<file path="src/rtl/lcr_framer_pkg.sv">
package lcr_framer_pkg;

   // line-control byte, MSB first: bit7 divisor access ... bits1:0 length
   typedef struct packed {
      logic       dlab;      // 7: offsets 0/1 reach divisor
      logic       brk;       // 6: force line to space
      logic       stick;     // 5: forced parity
      logic       even;      // 4: even / force-zero selection
      logic       par_en;    // 3: parity bit present
      logic       two_stop;  // 2: two stop bits
      logic [1:0] wlen;      // 1:0: 5..8 data bits
   } lcr_t;

   function automatic logic [3:0] data_len(input logic [1:0] wlen);
      return 4'd5 + {2'b00, wlen};
   endfunction

   function automatic logic [7:0] len_mask(input logic [1:0] wlen);
      return 8'hFF >> (2'd3 - wlen);
   endfunction

   function automatic logic parity_of(input logic [7:0] d, input lcr_t c);
      logic x;
      x = ^(d & len_mask(c.wlen));
      if (c.stick) return ~c.even;
      return c.even ? x : ~x;
   endfunction

endpackage

</file>
<file path="src/rtl/lcr_baud_tick.sv">
module lcr_baud_tick #(
   parameter int DIV_W = 16
) (
   input  logic             clk,
   input  logic             rst_n,
   input  logic [DIV_W-1:0] div,
   output logic             tick
);
   logic [DIV_W-1:0] cnt;
   logic             at_end;

   assign at_end = (cnt >= div - DIV_W'(1));
   assign tick   = (div != '0) && at_end;

   always_ff @(posedge clk or negedge rst_n) begin
      if (!rst_n)           cnt <= '0;
      else if (div == '0)   cnt <= '0;
      else if (at_end)      cnt <= '0;
      else                  cnt <= cnt + DIV_W'(1);
   end
endmodule

</file>
<file path="src/rtl/lcr_tx.sv">
module lcr_tx
   import lcr_framer_pkg::*;
#(
   parameter int OVS = 16
) (
   input  logic       clk,
   input  logic       rst_n,
   input  logic       tick,
   input  lcr_t       cfg,
   input  logic       load,
   input  logic [7:0] load_data,
   output logic       ready,
   output logic       txd
);
   localparam int FRAME_W = 12;
   localparam int CW      = $clog2(OVS);

   logic [FRAME_W-1:0] frame, asm_frame;
   logic [3:0]         left, asm_len;
   logic [CW-1:0]      tcnt;
   logic               busy;

   always_comb begin
      int n;
      n = int'(data_len(cfg.wlen));
      asm_frame    = '1;
      asm_frame[0] = 1'b0;
      for (int i = 0; i < 8; i++)
         if (i < n) asm_frame[1+i] = load_data[i];
      if (cfg.par_en) asm_frame[1+n] = parity_of(load_data, cfg);
      asm_len = 4'(2 + n + int'(cfg.par_en) + int'(cfg.two_stop));
   end

   always_ff @(posedge clk or negedge rst_n) begin
      if (!rst_n) begin
         busy  <= 1'b0;
         frame <= '1;
         left  <= '0;
         tcnt  <= '0;
      end else if (load && !busy) begin
         busy  <= 1'b1;
         frame <= asm_frame;
         left  <= asm_len;
         tcnt  <= '0;
      end else if (busy && tick) begin
         if (tcnt == CW'(OVS-1)) begin
            tcnt  <= '0;
            frame <= {1'b1, frame[FRAME_W-1:1]};
            left  <= left - 4'd1;
            if (left == 4'd1) busy <= 1'b0;
         end else begin
            tcnt <= tcnt + CW'(1);
         end
      end
   end

   always_ff @(posedge clk or negedge rst_n) begin
      if (!rst_n)       txd <= 1'b1;
      else if (cfg.brk) txd <= 1'b0;
      else              txd <= busy ? frame[0] : 1'b1;
   end

   assign ready = !busy;
endmodule

</file>
<file path="src/rtl/lcr_rx.sv">
module lcr_rx
   import lcr_framer_pkg::*;
#(
   parameter int OVS = 16
) (
   input  logic       clk,
   input  logic       rst_n,
   input  logic       tick,
   input  lcr_t       cfg,
   input  logic       line,
   output logic       valid,
   output logic [7:0] data,
   output logic       perr,
   output logic       ferr
);
   localparam int CW   = $clog2(OVS);
   localparam int HALF = OVS / 2;

   typedef enum logic [2:0] {S_IDLE, S_START, S_DATA, S_PAR, S_STOP} rx_state_t;

   rx_state_t     st;
   logic          prev, pbit;
   logic [CW-1:0] tcnt;
   logic [2:0]    bcnt;
   logic [7:0]    sh, aligned;
   logic [3:0]    n;
   logic          bit_end;

   assign n       = data_len(cfg.wlen);
   assign aligned = sh >> (4'd8 - n);
   assign bit_end = tick && (tcnt == CW'(OVS-1));

   always_ff @(posedge clk or negedge rst_n) begin
      if (!rst_n) begin
         st    <= S_IDLE;
         prev  <= 1'b1;
         pbit  <= 1'b0;
         tcnt  <= '0;
         bcnt  <= '0;
         sh    <= '0;
         data  <= '0;
         valid <= 1'b0;
         perr  <= 1'b0;
         ferr  <= 1'b0;
      end else begin
         prev  <= line;
         valid <= 1'b0;
         perr  <= 1'b0;
         ferr  <= 1'b0;
         if (tick && !bit_end && st != S_IDLE) tcnt <= tcnt + CW'(1);
         unique case (st)
            S_IDLE: if (prev && !line) begin
               st   <= S_START;
               tcnt <= '0;
            end
            S_START: if (tick && tcnt == CW'(HALF-1)) begin
               tcnt <= '0;
               bcnt <= '0;
               st   <= line ? S_IDLE : S_DATA;
            end
            S_DATA: if (bit_end) begin
               tcnt <= '0;
               sh   <= {line, sh[7:1]};
               if ({1'b0, bcnt} == n - 4'd1) st <= cfg.par_en ? S_PAR : S_STOP;
               else                          bcnt <= bcnt + 3'd1;
            end
            S_PAR: if (bit_end) begin
               tcnt <= '0;
               pbit <= line;
               st   <= S_STOP;
            end
            S_STOP: if (bit_end) begin
               tcnt  <= '0;
               st    <= S_IDLE;
               valid <= 1'b1;
               data  <= aligned;
               ferr  <= !line;
               perr  <= cfg.par_en && (pbit != parity_of(aligned, cfg));
            end
            default: st <= S_IDLE;
         endcase
      end
   end
endmodule

</file>
<file path="src/rtl/lcr_uart_framer.sv">
module lcr_uart_framer
   import lcr_framer_pkg::*;
#(
   parameter int DIV_W   = 16,
   parameter int OVS     = 16,
   parameter int RX_SYNC = 0
) (
   input  logic       clk,
   input  logic       rst_n,
   input  logic       wr_en,
   input  logic [1:0] addr,
   input  logic [7:0] wr_data,
   output logic [7:0] rd_data,
   output logic       txd,
   output logic       tx_ready,
   input  logic       rxd,
   output logic       rx_valid,
   output logic [7:0] rx_data,
   output logic       rx_parity_err,
   output logic       rx_frame_err
);
   localparam logic [1:0] OFS_LO  = 2'd0;
   localparam logic [1:0] OFS_HI  = 2'd1;
   localparam logic [1:0] OFS_LCR = 2'd3;
   localparam int         HI_W    = DIV_W - 8;

   generate
      if (DIV_W < 9 || DIV_W > 16) begin : g_bad_div
         $error("DIV_W must lie in 9..16");
      end
      if (OVS < 4 || (OVS % 2) != 0) begin : g_bad_ovs
         $error("OVS must be even and at least 4");
      end
   endgenerate

   lcr_t             lcr_q;
   logic [DIV_W-1:0] div_q;
   logic [15:0]      div_pad;
   logic             baud_tick, tx_load, rx_line;

   assign div_pad = 16'(div_q);
   assign tx_load = wr_en && addr == OFS_LO && !lcr_q.dlab;

   always_ff @(posedge clk or negedge rst_n) begin
      if (!rst_n) begin
         lcr_q <= '0;
         div_q <= '0;
      end else if (wr_en) begin
         if (addr == OFS_LCR)                lcr_q <= lcr_t'(wr_data);
         if (addr == OFS_LO && lcr_q.dlab)   div_q[7:0] <= wr_data;
         if (addr == OFS_HI && lcr_q.dlab)   div_q[DIV_W-1:8] <= wr_data[HI_W-1:0];
      end
   end

   always_comb begin
      unique case (addr)
         OFS_LO:  rd_data = lcr_q.dlab ? div_pad[7:0]  : rx_data;
         OFS_HI:  rd_data = lcr_q.dlab ? div_pad[15:8] : 8'h00;
         OFS_LCR: rd_data = lcr_q;
         default: rd_data = 8'h00;
      endcase
   end

   generate
      if (RX_SYNC == 0) begin : g_rx_direct
         assign rx_line = rxd;
      end else begin : g_rx_sync
         logic [RX_SYNC-1:0] sync_q;
         always_ff @(posedge clk or negedge rst_n) begin
            if (!rst_n) sync_q <= '1;
            else        sync_q <= {sync_q[RX_SYNC-2:0], rxd} ;
         end
         assign rx_line = sync_q[RX_SYNC-1];
      end
   endgenerate

   lcr_baud_tick #(.DIV_W(DIV_W)) u_baud (
      .clk(clk), .rst_n(rst_n), .div(div_q), .tick(baud_tick)
   );

   lcr_tx #(.OVS(OVS)) u_tx (
      .clk(clk), .rst_n(rst_n), .tick(baud_tick), .cfg(lcr_q),
      .load(tx_load), .load_data(wr_data), .ready(tx_ready), .txd(txd)
   );

   lcr_rx #(.OVS(OVS)) u_rx (
      .clk(clk), .rst_n(rst_n), .tick(baud_tick), .cfg(lcr_q), .line(rx_line),
      .valid(rx_valid), .data(rx_data), .perr(rx_parity_err), .ferr(rx_frame_err)
   );
endmodule

</file>
<file path="config.mk">
export PLATFORM = sky130hd
export DESIGN_NAME = lcr_uart_framer
export DESIGN_NICKNAME = d
export VERILOG_FILES = /design/src/rtl/lcr_framer_pkg.sv /design/src/rtl/lcr_baud_tick.sv /design/src/rtl/lcr_tx.sv /design/src/rtl/lcr_rx.sv /design/src/rtl/lcr_uart_framer.sv
export SDC_FILE = /design/constraint.sdc
export NUM_CORES = 1
export LEC_CHECK = 0
export ABC_CLOCK_PERIOD_IN_PS = 5300
export BUFFER_PORTS_ARGS = -buffer_cell sky130_fd_sc_hd__buf_2
export CORE_MARGIN = 2
export CORE_UTILIZATION = 60
export DETAILED_ROUTE_END_ITERATION = 8
export PLACE_DENSITY = 0.79
export SYNTH_ARGS = -nofsm -noshare
export SYNTH_HDL_FRONTEND = slang
export SYNTH_SLANG_ARGS = --single-unit
</file>
<file path="constraint.sdc">
create_clock -name clk -period 5.3 [get_ports clk]
set_input_delay 1.06 -clock clk [delete_from_list [all_inputs] [get_ports clk]]
set_output_delay 1.06 -clock clk [all_outputs]
set_load 0.02 [all_outputs]
</file>
==> impl_metrics.ini, run 1 <==
[timing]
grt_setup_unrepaired = false
fin_crit_sh_pct = 84.2
setup_violations = 0
hold_violations = 0
skew_ns = 0.0146
slew_headroom_pct = 45.7
fmaxAchievable_mhz = 224
fin_setup_tns_ns = 0
post-route-min-period_ns = 4.46
maxSlewViolCount = 0
fin_ws_ns = 0.836
worstMarginPinSlew_ns = 0.815

[die]
fp.dieArea_um2 = 10500
start_util_pct = 62.4
core_region_area_um2 = 9330
die_y_um = 103
die_x_um = 103
rows = 35
pin_count = 35

[route]
drcViolationCount = 0
wl_per_cell_um = 17.5
wirelength_um = 12600
antenna_left = 0
drtIter0Drc = 257
dr.pass1.iters = 5
vias_per_cell = 5.97
vias = 4314

[placement]
dp.cells = 707
dp_hpwl_um = 9360
port_buffers = 34
pre_cts_slack_ns = 0.899
place.gp.congestion = 0.885

[setup_path]
critPathLaunch = div_pad[5]$_DFFE_PN0P_
arrival_ns = 4.74
r2r_slack_ns = 0.84
path_max_fanout = 8
required_ns = 5.57
worst-setup-path-type = flop to flop
start_kind = flop
crit_path_end_kind = flop
r2r-start = div_pad[5]$_DFFE_PN0P_

[yosys]
synth_top_area_share_pct = 33.9
synth_edf_count = 0
netlist_instances = 566
yosysMostFrequentCell = dfrtp_1
synth.avg_cell_area_um2 = 10.3
syn_area_um2 = 5820
ys_ff_latch = 93
yosysTopAreaCell = dfrtp_1
yosys_most_used_dff = dfrtp_1
synth_nets = 615
async_flop_share_pct = 100
synth_seq_area_share_pct = 40.3
ys_top_cells_by_area = dfrtp_1 (34%), ha_1 (7.3%), dfstp_2 (6.3%)
yosysWarningCount = 0
synth.distinct_cells = 68
synth_commonest_cells = dfrtp_1 (79), nand2_1 (54), nor2_1 (51), ha_1 (34), a21oi_1 (27)

[final_layout]
finalNetCount = 638
fin_cells = 723
antenna_cells = 0
layout-drive-gt1-share_pct = 20.9
synthToLayoutAreaGrowth_pct = 7.28

[min_path]
hp-class = flop to flop
min_from = lcr_q[6]$_DFFE_PN0P_

[run]
maxCapViolCount = 0

[power_and_ir_drop]
power_density_nw_per_um2 = 368
ir_drop_v = 0.000193
leakage_nw = 2.83

[status]
outcome = completed

[global_route]
antenna_found_initial = 0
grt_max_degree = 65
gr-total-overflow = 0
gr-usage-all-layers_pct = 26.0
grt_pass1_wl_um = 21000
grt_pass1_vias = 4197

[clocking]
htreeDepth = 3
cts_root_buf = clkbuf_8
post_cts_resized = 0
cts_buffer_depth = 2
clock_sinks = 93
cts-buffers-inserted = 9
clk_latency_ns = 0.38
path_clk_slew_ns = 0.11
post_cts_buffers = 0
cts-hold-fix-buffers = 0
cts_tree = yes
==> per-stage QoR <==
stage                     area, um2  util, %  hold WS (ns)  total power, mW
after floorplan                5820        -         0.381             1.63
after global placement         6050     64.8         0.403             1.78
after detailed placement       6050     64.8         0.414             1.82
after CTS                      6250     67.0         0.425             2.31
after global routing           6250     67.0         0.463             2.46
final                          6250     67.0         0.431             2.30
==> cells by family (layout without fill, tap and decap cells) <==
group	Yosys count	count (layout)	share of synthesized area, %
buffers and inverters	46	74	3.72
AOI/OAI and AO/OA	99	99	11.6
DFF	93	93	40.3
adders and majority gates	35	35	7.65
xor gates and xnor gates	49	49	8.08
muxes	58	58	12.5
and+or+nand+nor	186	186	16.1
==> report_power, final <==
group,switching (mW),internal [mW]
Combinational,0.393,0.349
Clock,0.295,0.189
Sequential,0.194,0.877
Total,0.882,1.41
==> sequential cells by signal (all words and copies together) (netlist names), 3 cells and up <==
name        count
u_rx.bcnt       3
lcr_q           8
u_tx.tcnt       4
u_tx.frame     12
u_rx.sh         8
u_rx.st         3
u_baud.cnt     16
u_rx.data       8
div_pad        16
u_rx.tcnt       4
u_tx.left       4
==> critical path: stages (launching register included) <==
cell and delay, ns:
dfrtp_1 0.46, nor4_2 0.38, or4b_1 0.64, or4b_1 0.57, xor2_1 0.16, ha_1 0.32, nand4_1 0.15, nor3_2 0.32
a311oi_4 0.19, a21oi_4 0.40, nand2_4 0.12, nor2_4 0.32, mux2_4 0.33
==> cell type report <==
| type | instances | area, um2 |
|---|---|---|
| clock buffers | 9 | 124 |
| clock inverters | 7 | 76.3 |
| fillers | 733 | 3080 |
| inverters | 21 | 78.8 |
| multi-input cells | 427 | 3270 |
| flip-flops and latches | 93 | 2340 |
| well taps | 129 | 161 |
| repair buffers | 37 | 195 |
==> metal layers <==
| layer | global-route usage (%) | up-vias | share of wire [%] |
|---|---|---|---|
| met5 | 0 | - | 0 |
| met4 | 9.64 | 0 | 2.3 |
| met3 | 3.19 | 24 | 5.0 |
| met2 | 42.3 | 129 | 48 |
| met1 | 36.0 | 2105 | 45 |
| li1 | - | 2056 | - |
==> worst paths after layout <==
check,end,cells after the start
max reg2reg,u_rx.sh[5]$_DFFE_PN0P_,12
max,u_rx.sh[5]$_DFFE_PN0P_,12
min in group asynchronous,u_tx.left[1]$_DFFE_PN0P_,1
min reg2reg,u_tx.txd$_DFF_PN1_,1
max in group asynchronous,u_rx.st[1]$_DFFE_PN0P_,2
min,u_tx.txd$_DFF_PN1_,1
==> placed cells by master, fill, tap and decap left out, types with 5 or more instances in the layout <==
master,instances
mux2_1,6
a21oi_1,27
dfrtp_1,79
ha_1,34
mux2i_1,14
xnor2_1,21
buf_2,33
nand2_1,54
o21ai_1,9
dfstp_2,14
o211ai_1,5
nor2_1,51
mux4_2,5
mux2_2,23
and3_1,10
clkbuf_8,9
xor2_1,25
nand3_1,20
inv_1,21
or3_1,7
o21ai_0,19
mux2_4,10
nor3_1,10
No activity file was read; power rests on OpenSTA's default activity.
==> run 2, diff against run 1 <==
--- a/config.mk
+++ b/config.mk
@@ -5,12 +5,13 @@
 export SDC_FILE = /design/constraint.sdc
 export NUM_CORES = 1
 export LEC_CHECK = 0
-export ABC_CLOCK_PERIOD_IN_PS = 5300
+export ABC_AREA = 1
+export ABC_CLOCK_PERIOD_IN_PS = 3800
 export BUFFER_PORTS_ARGS = -buffer_cell sky130_fd_sc_hd__buf_2
 export CORE_MARGIN = 2
-export CORE_UTILIZATION = 60
+export CORE_UTILIZATION = 56
 export DETAILED_ROUTE_END_ITERATION = 8
-export PLACE_DENSITY = 0.79
+export PLACE_DENSITY = 0.77
 export SYNTH_ARGS = -nofsm -noshare
 export SYNTH_HDL_FRONTEND = slang
 export SYNTH_SLANG_ARGS = --single-unit
==> constraint.sdc (replaced) <==
create_clock -name clk -period 3.8 [get_ports clk]
set_input_delay 0.76 -clock clk [delete_from_list [all_inputs] [get_ports clk]]
set_output_delay 0.76 -clock clk [all_outputs]
set_load 0.02 [all_outputs]
==> run 2 against run 1 <==
Clock skew increased by 0.0027 ns; die area increased by 15%; synthesized area increased by 7.7%; sequential share of layout area decreased by 2.6 points; flip-flop and latch count unchanged; utilization decreased by 5.3 points; fmax increased by 32%; critical path depth increased by 7; global-route usage decreased by 1.5 points; clock-buffer cell count unchanged; final area increased by 7.4%; largest power group is now combinational logic; power increased by 66%.
==> impl_metrics.ini, run 2 <==
[final_layout]
mostFrequentLayoutCells = nand2_1 (232), inv_1 (109), dfrtp_1 (79)
finalNetCount = 920
synthToLayoutAreaGrowth_pct = 7.02
layout-drive-gt1-share_pct = 15.1
antenna_cells = 0
fin_cells = 1016
final_common_cell = nand2_1

[clocking]
cts_buffer_depth = 2
clock_sinks = 93
cts_tree = yes
post_cts_buffers = 0
htreeDepth = 3
path_clk_slew_ns = 0.10
clk_latency_ns = 0.39
cts-hold-fix-buffers = 0
cts-buffers-inserted = 9
cts_root_buf = clkbuf_8
post_cts_resized = 0

[setup_path]
required_ns = 4.14
arrival_ns = 3.71
r2r_slack_ns = 0.42
r2r_cells = 19
path_max_fanout = 12
crit_path_end_kind = flop
critPathLaunch = div_pad[0]$_DFFE_PN0P_
start_kind = flop
worstReg2RegEnd = u_tx.frame[3]$_DFFE_PN1P_
worst-setup-path-type = flop to flop
crit_end = u_tx.frame[3]$_DFFE_PN1P_
r2r-start = div_pad[0]$_DFFE_PN0P_

[yosys]
yosys.area_share.adder_pct = 7.10
synth_commonest_cells = nand2_1 (232), inv_1 (109), dfrtp_1 (79), o21ai_0 (66), nor2_1 (65)
synth_nets = 889
synth.distinct_cells = 44
netlist_instances = 840
synth-simple-area-share_pct = 29.5
async_flop_share_pct = 100
ys_top_cells_by_area = dfrtp_1 (32%), nand2_1 (14%), ha_1 (6.8%)
yosysWarningCount = 0
yosysMostFrequentCell = nand2_1
yosysTopAreaCell = dfrtp_1
synth-compound-area-share_pct = 11.0
synth_seq_area_share_pct = 37.4
ys_ff_latch = 93
yosys_most_used_dff = dfrtp_1
syn_area_um2 = 6270
synth-xor-area-share_pct = 5.31
synth.avg_cell_area_um2 = 7.46
synth.area.mux_share_pct = 0
synth_edf_count = 0
synth_top_family_by_area = simple AND/OR/NAND/NOR gates
synth_top_area_share_pct = 31.5

[die]
fp.dieArea_um2 = 12100
start_util_pct = 57.6
pin_count = 35
rows = 38
core_region_area_um2 = 10900
die_x_um = 110
die_y_um = 110

[route]
drcViolationCount = 0
drtIter0Drc = 391
wl_per_cell_um = 13.6
antenna_left = 0
wirelength_um = 13800
vias_per_cell = 5.23
dr.pass1.iters = 6
vias = 5309

[timing]
hold_violations = 0
grt_setup_unrepaired = false
fin_ws_ns = 0.425
maxSlewViolCount = 0
skew_ns = 0.0173
holdWs_ns = 0.469
fmaxAchievable_mhz = 296
post-route-min-period_ns = 3.38
worstMarginPinSlew_ns = 1.05
setup_violations = 0
slew_headroom_pct = 30.2
fin_crit_sh_pct = 88.8
fin_setup_tns_ns = 0

[placement]
pre_cts_slack_ns = 0.409
dp_hpwl_um = 10500
dp.cells = 999
place.gp.congestion = 0.875
port_buffers = 34

[min_path]
hp-class = flop to flop
whs_path_depth = 1

[run]
maxCapViolCount = 0

[global_route]
gr-total-overflow = 0
grt_max_degree = 84
gr-usage-all-layers_pct = 24.5
grt_pass1_wl_um = 22500
grt_pass1_vias = 4738
antenna_found_initial = 0

[power_and_ir_drop]
power_density_nw_per_um2 = 569
ir_drop_v = 0.000358
leakage_nw = 3.43

[status]
outcome = completed
## run 2: critical path, cell delays in order, from the launching register on
cell and delay [ns]:
dfrtp_1 0.40, inv_1 0.13, nand3_2 0.12, nor3_2 0.17
nand2_1 0.12, nor2_2 0.13, nand2_1 0.10, nor3_2 0.16
nand3_1 0.11, xor2_1 0.14, inv_1 0.06, ha_1 0.29
nand2_1 0.08, o21ai_0 0.19, a21oi_1 0.09, nand2_2 0.14
nand3_2 0.15, o21ai_2 0.45, o211ai_1 0.17, nand2_1 0.10
## run 2: per-layer routing
layer  GRT usage (%)  part of all wire, %  vias up
met5               0                    0        -
met4            7.32                  1.6        0
met3            5.99                  5.6       19
met2            39.6                   48      130
met1            32.4                   45     2424
li1                -                    -     2736
## run 2: kinds of logic after synthesis
group	Yosys count
AO/OA/AOI/OAI	128
XOR/XNOR	38
buffers and inverters	138
flip-flops	93
AND/OR/NAND/NOR	408
adder cells (fa/ha/maj)	35
## run 2: cell type report
class                      count  area (um2)
fill                        1017        4180
timing repair buffer          40         218
sequential                    93        2340
clock inverter                 7        80.1
tap                          140         175
inverter                     118         448
multi-input combinational    609        3320
clock buffer                   9         124
## run 2: power by group
part           switching [mW]  internal [mW]  total (mW)
Sequential              0.246           1.24        1.49
Clock                   0.391          0.314       0.706
Combinational            1.03          0.598        1.63
Total                    1.66           2.15        3.82
## run 2: how the worst min path moves through the flow
stage | from | end | slack, ns
6_report | u_baud.cnt[0]$_DFF_PN0_ | u_baud.cnt[0]$_DFF_PN0_ | 0.47
5_1_grt | rxd | u_rx.prev$_DFF_PN1_ | 0.47
4_1_cts | u_baud.cnt[0]$_DFF_PN0_ | u_baud.cnt[0]$_DFF_PN0_ | 0.47
3_5_place_dp | u_tx.frame[1]$_DFFE_PN1P_ | u_tx.frame[1]$_DFFE_PN1P_ | 0.46
3_3_place_gp | u_baud.cnt[0]$_DFF_PN0_ | u_baud.cnt[0]$_DFF_PN0_ | 0.45
2_1_floorplan | lcr_q[6]$_DFFE_PN0P_ | u_tx.txd$_DFF_PN1_ | 0.39
## run 2: stage by stage
stage	utilization [%]	area (um2)	power, mW
after floorplan	-	6270	2.76
after global placement	59.7	6500	3.08
after detailed placement	59.7	6500	3.13
after CTS	61.6	6700	3.85
after global routing	61.6	6710	4.16
final	61.6	6710	3.82
==> run 3, diff against run 2 <==
--- a/config.mk
+++ b/config.mk
@@ -8,10 +8,12 @@
 export ABC_AREA = 1
 export ABC_CLOCK_PERIOD_IN_PS = 3800
 export BUFFER_PORTS_ARGS = -buffer_cell sky130_fd_sc_hd__buf_2
+export CELL_PAD_IN_SITES_DETAIL_PLACEMENT = 1
+export CELL_PAD_IN_SITES_GLOBAL_PLACEMENT = 1
 export CORE_MARGIN = 2
-export CORE_UTILIZATION = 56
+export CORE_UTILIZATION = 41
 export DETAILED_ROUTE_END_ITERATION = 8
-export PLACE_DENSITY = 0.77
+export PLACE_DENSITY = 0.85
 export SYNTH_ARGS = -nofsm -noshare
 export SYNTH_HDL_FRONTEND = slang
 export SYNTH_SLANG_ARGS = --single-unit
==> constraint.sdc (replaced) <==
create_clock -name clk -period 3.8 [get_ports clk]
set_input_delay 0.19 -clock clk [delete_from_list [all_inputs] [get_ports clk]]
set_output_delay 0.19 -clock clk [all_outputs]
set_load 0.02 [all_outputs]
==> run 3 against run 2 <==
The flow now finishes with violations (negative hold slack); register-to-register slack barely moved; clock-buffer cell count increased by 2; sequential power barely moved; clock power up 24%; power increased by 7.1%; worst setup slack better by 0.013 ns; final area is 2.3% higher; first-iteration DRC count is 42% lower; flip-flop and latch count is the same; sequential share of layout area fell by 0.78 points; wire length rose by 23%.
==> impl_metrics.ini, run 3 (same netlist as run 2, synthesis figures left out) <==
[status]
outcome = finished with violations
failed_checks = negative hold slack

[final_layout]
finalNetCount = 919
mostFrequentLayoutCells = nand2_1 (232), inv_1 (109), dfrtp_1 (79)
n_fill_cell = 1937
synthToLayoutAreaGrowth_pct = 9.46
layout-drive-gt1-share_pct = 15.0
multiInputGateArea_um2 = 3350
final_common_cell = nand2_1
regArea_um2 = 2340
utilization_pct = 45.5
antenna_cells = 0

[setup_path]
critPathLaunch = div_pad[0]$_DFFE_PN0P_
start_kind = flop
arrival_ns = 3.66
worstReg2RegEnd = u_tx.frame[3]$_DFFE_PN1P_
required_ns = 4.09
crit_path_end_kind = flop
crit_end = u_tx.frame[3]$_DFFE_PN1P_
r2r_cells = 19
r2r_slack_ns = 0.44
r2r-start = div_pad[0]$_DFFE_PN0P_
worst-setup-path-type = flop to flop
path_max_fanout = 12

[route]
antenna_left = 0
drcViolationCount = 0
wl_per_cell_um = 16.0
vias_per_cell = 5.18
vias = 5502
dr.pass1.iters = 4
drtIter0Drc = 226
wirelength_um = 17000

[global_route]
gr-usage-all-layers_pct = 22.3
antenna_found_initial = 0
grt_pass1_vias = 5740
gr-total-overflow = 0
grt_max_degree = 72
grt_pass1_wl_um = 28800

[placement]
dp_hpwl_um = 12700
place.gp.congestion = 0.875
port_buffers = 34

[timing]
setup_violations = 0
skew_ns = 0.0144
fmaxAchievable_mhz = 297
grt_setup_unrepaired = true
worstMarginPinSlew_ns = 0.955
fin_crit_sh_pct = 88.5
hold_violations = 28
slew_headroom_pct = 36.4
post-route-min-period_ns = 3.36
maxSlewViolCount = 0
fin_setup_tns_ns = 0
holdWs_ns = -0.0140

[clocking]
cts_root_buf = clkbuf_16
path_clk_slew_ns = 0.07
htreeDepth = 3
cts_tree = yes
cts_buffer_depth = 2
post_cts_buffers = 0
cts-buffers-inserted = 9
clk_latency_ns = 0.36
clock_sinks = 93

[die]
die_x_um = 128
die_y_um = 128
fp.dieArea_um2 = 16300
rows = 45
pin_count = 35
start_util_pct = 41.6
core_region_area_um2 = 15100

[power_and_ir_drop]
swShare_pct = 43.4
p_switching_mw = 1.78
leakage_nw = 3.48
power_density_nw_per_um2 = 596
intPower_mw = 2.31
combPwrFrac_pct = 41.7
finalPower_mw = 4.09
clkPwrFrac_pct = 21.5
ir_drop_v = 0.000266
seq_power_share_pct = 36.8

[run]
maxCapViolCount = 0

[min_path]
hp-class = primary input to asynchronous set/reset pin
==> run 3: cell types whose count changed in the layout (fill, tap and decap cells not counted), moves of 2 or more <==
| cell | before | now |
|---|---|---|
| inv_4 | 2 | 5 |
| inv_6 | 3 | 0 |
| nand2_2 | 19 | 17 |
| buf_4 | 7 | 5 |
| nand2_4 | 2 | 4 |
| clkbuf_16 | 0 | 9 |
| clkbuf_8 | 9 | 1 |
==> run 3: power by group through the flow <==
| stage | logic (mW) | registers, mW | clock network [mW] |
|---|---|---|---|
| 2_1_floorplan | 1.30 | 1.45 | 0 |
| 3_3_place_gp | 1.62 | 1.50 | 0 |
| 3_5_place_dp | 1.69 | 1.52 | 0 |
| 4_1_cts | 1.71 | 1.50 | 0.894 |
| 5_1_grt | 1.98 | 1.54 | 0.937 |
| 6_report | 1.71 | 1.51 | 0.877 |
==> run 3: cell type report <==
class	count	area share, %
well taps	188	3.43
flip-flops and latches	93	34.2
inverters	118	6.53
repair buffers	39	3.10
clock inverters	5	0.474
multi-input cells	609	48.8
clock buffers	11	3.54
==> run 3: critical path, stage by stage (launching register included) <==
cell      delay, ns
dfrtp_1        0.39
inv_1          0.13
nand3_2        0.12
nor3_2         0.17
nand2_1        0.13
nor2_2         0.15
nand2_1        0.11
nor3_2         0.17
nand3_1        0.11
xor2_1         0.14
inv_1          0.06
ha_1           0.29
nand2_1        0.08
nor3_1         0.20
nand2_1        0.11
nand2_2        0.13
nand3_2        0.20
o21ai_4        0.36
o211ai_1       0.15
nand2_1        0.10
==> run 3: worst min path at each step <==
stage                from  depth (start not counted)                 endpoint  slack [ns]
floorplan           rst_n                          0   div_pad[0]$_DFFE_PN0P_       -0.11
global placement      rxd                          1      u_rx.prev$_DFF_PN1_        0.35
detailed placement    rxd                          1      u_rx.prev$_DFF_PN1_        0.35
CTS                 rst_n                          1  u_baud.cnt[3]$_DFF_PN0_        0.02
global route        rst_n                          1  u_baud.cnt[3]$_DFF_PN0_        0.06
finish              rst_n                          1  u_baud.cnt[4]$_DFF_PN0_       -0.01
==> run 3: layer usage <==
layer | GRT usage [%] | routed length, um | share of wire, % | vias to the layer above
met1 | 28.9 | 7800 | 46 | 2688
met5 | 0 | 0 | 0 | -
met4 | 6.01 | 339 | 2.0 | 0
met2 | 39.3 | 8390 | 49 | 65
li1 | - | - | - | 2728
met3 | 2.80 | 473 | 2.8 | 21
==> run 3: what timing repair did <==
action	in CTS	in global routing
resized for setup	0	5
hold buffers	1	0
endpoints found under the hold margin	1	0
setup endpoints to repair	0	20
==> run 3: through the flow <==
stage / cells / cell area, um2 / hold slack (ns) / setup WS [ns]
floorplan: 840 / 6270 / -0.106 / 0.906
global placement: 1046 / 6550 / 0.348 / 0.472
detailed placement: 1046 / 6550 / 0.346 / 0.340
CTS: 1063 / 6840 / 0.0172 / 0.299
global route: 1063 / 6860 / 0.0575 / -0.0375
finish: 1063 / 6860 / -0.0140 / 0.438
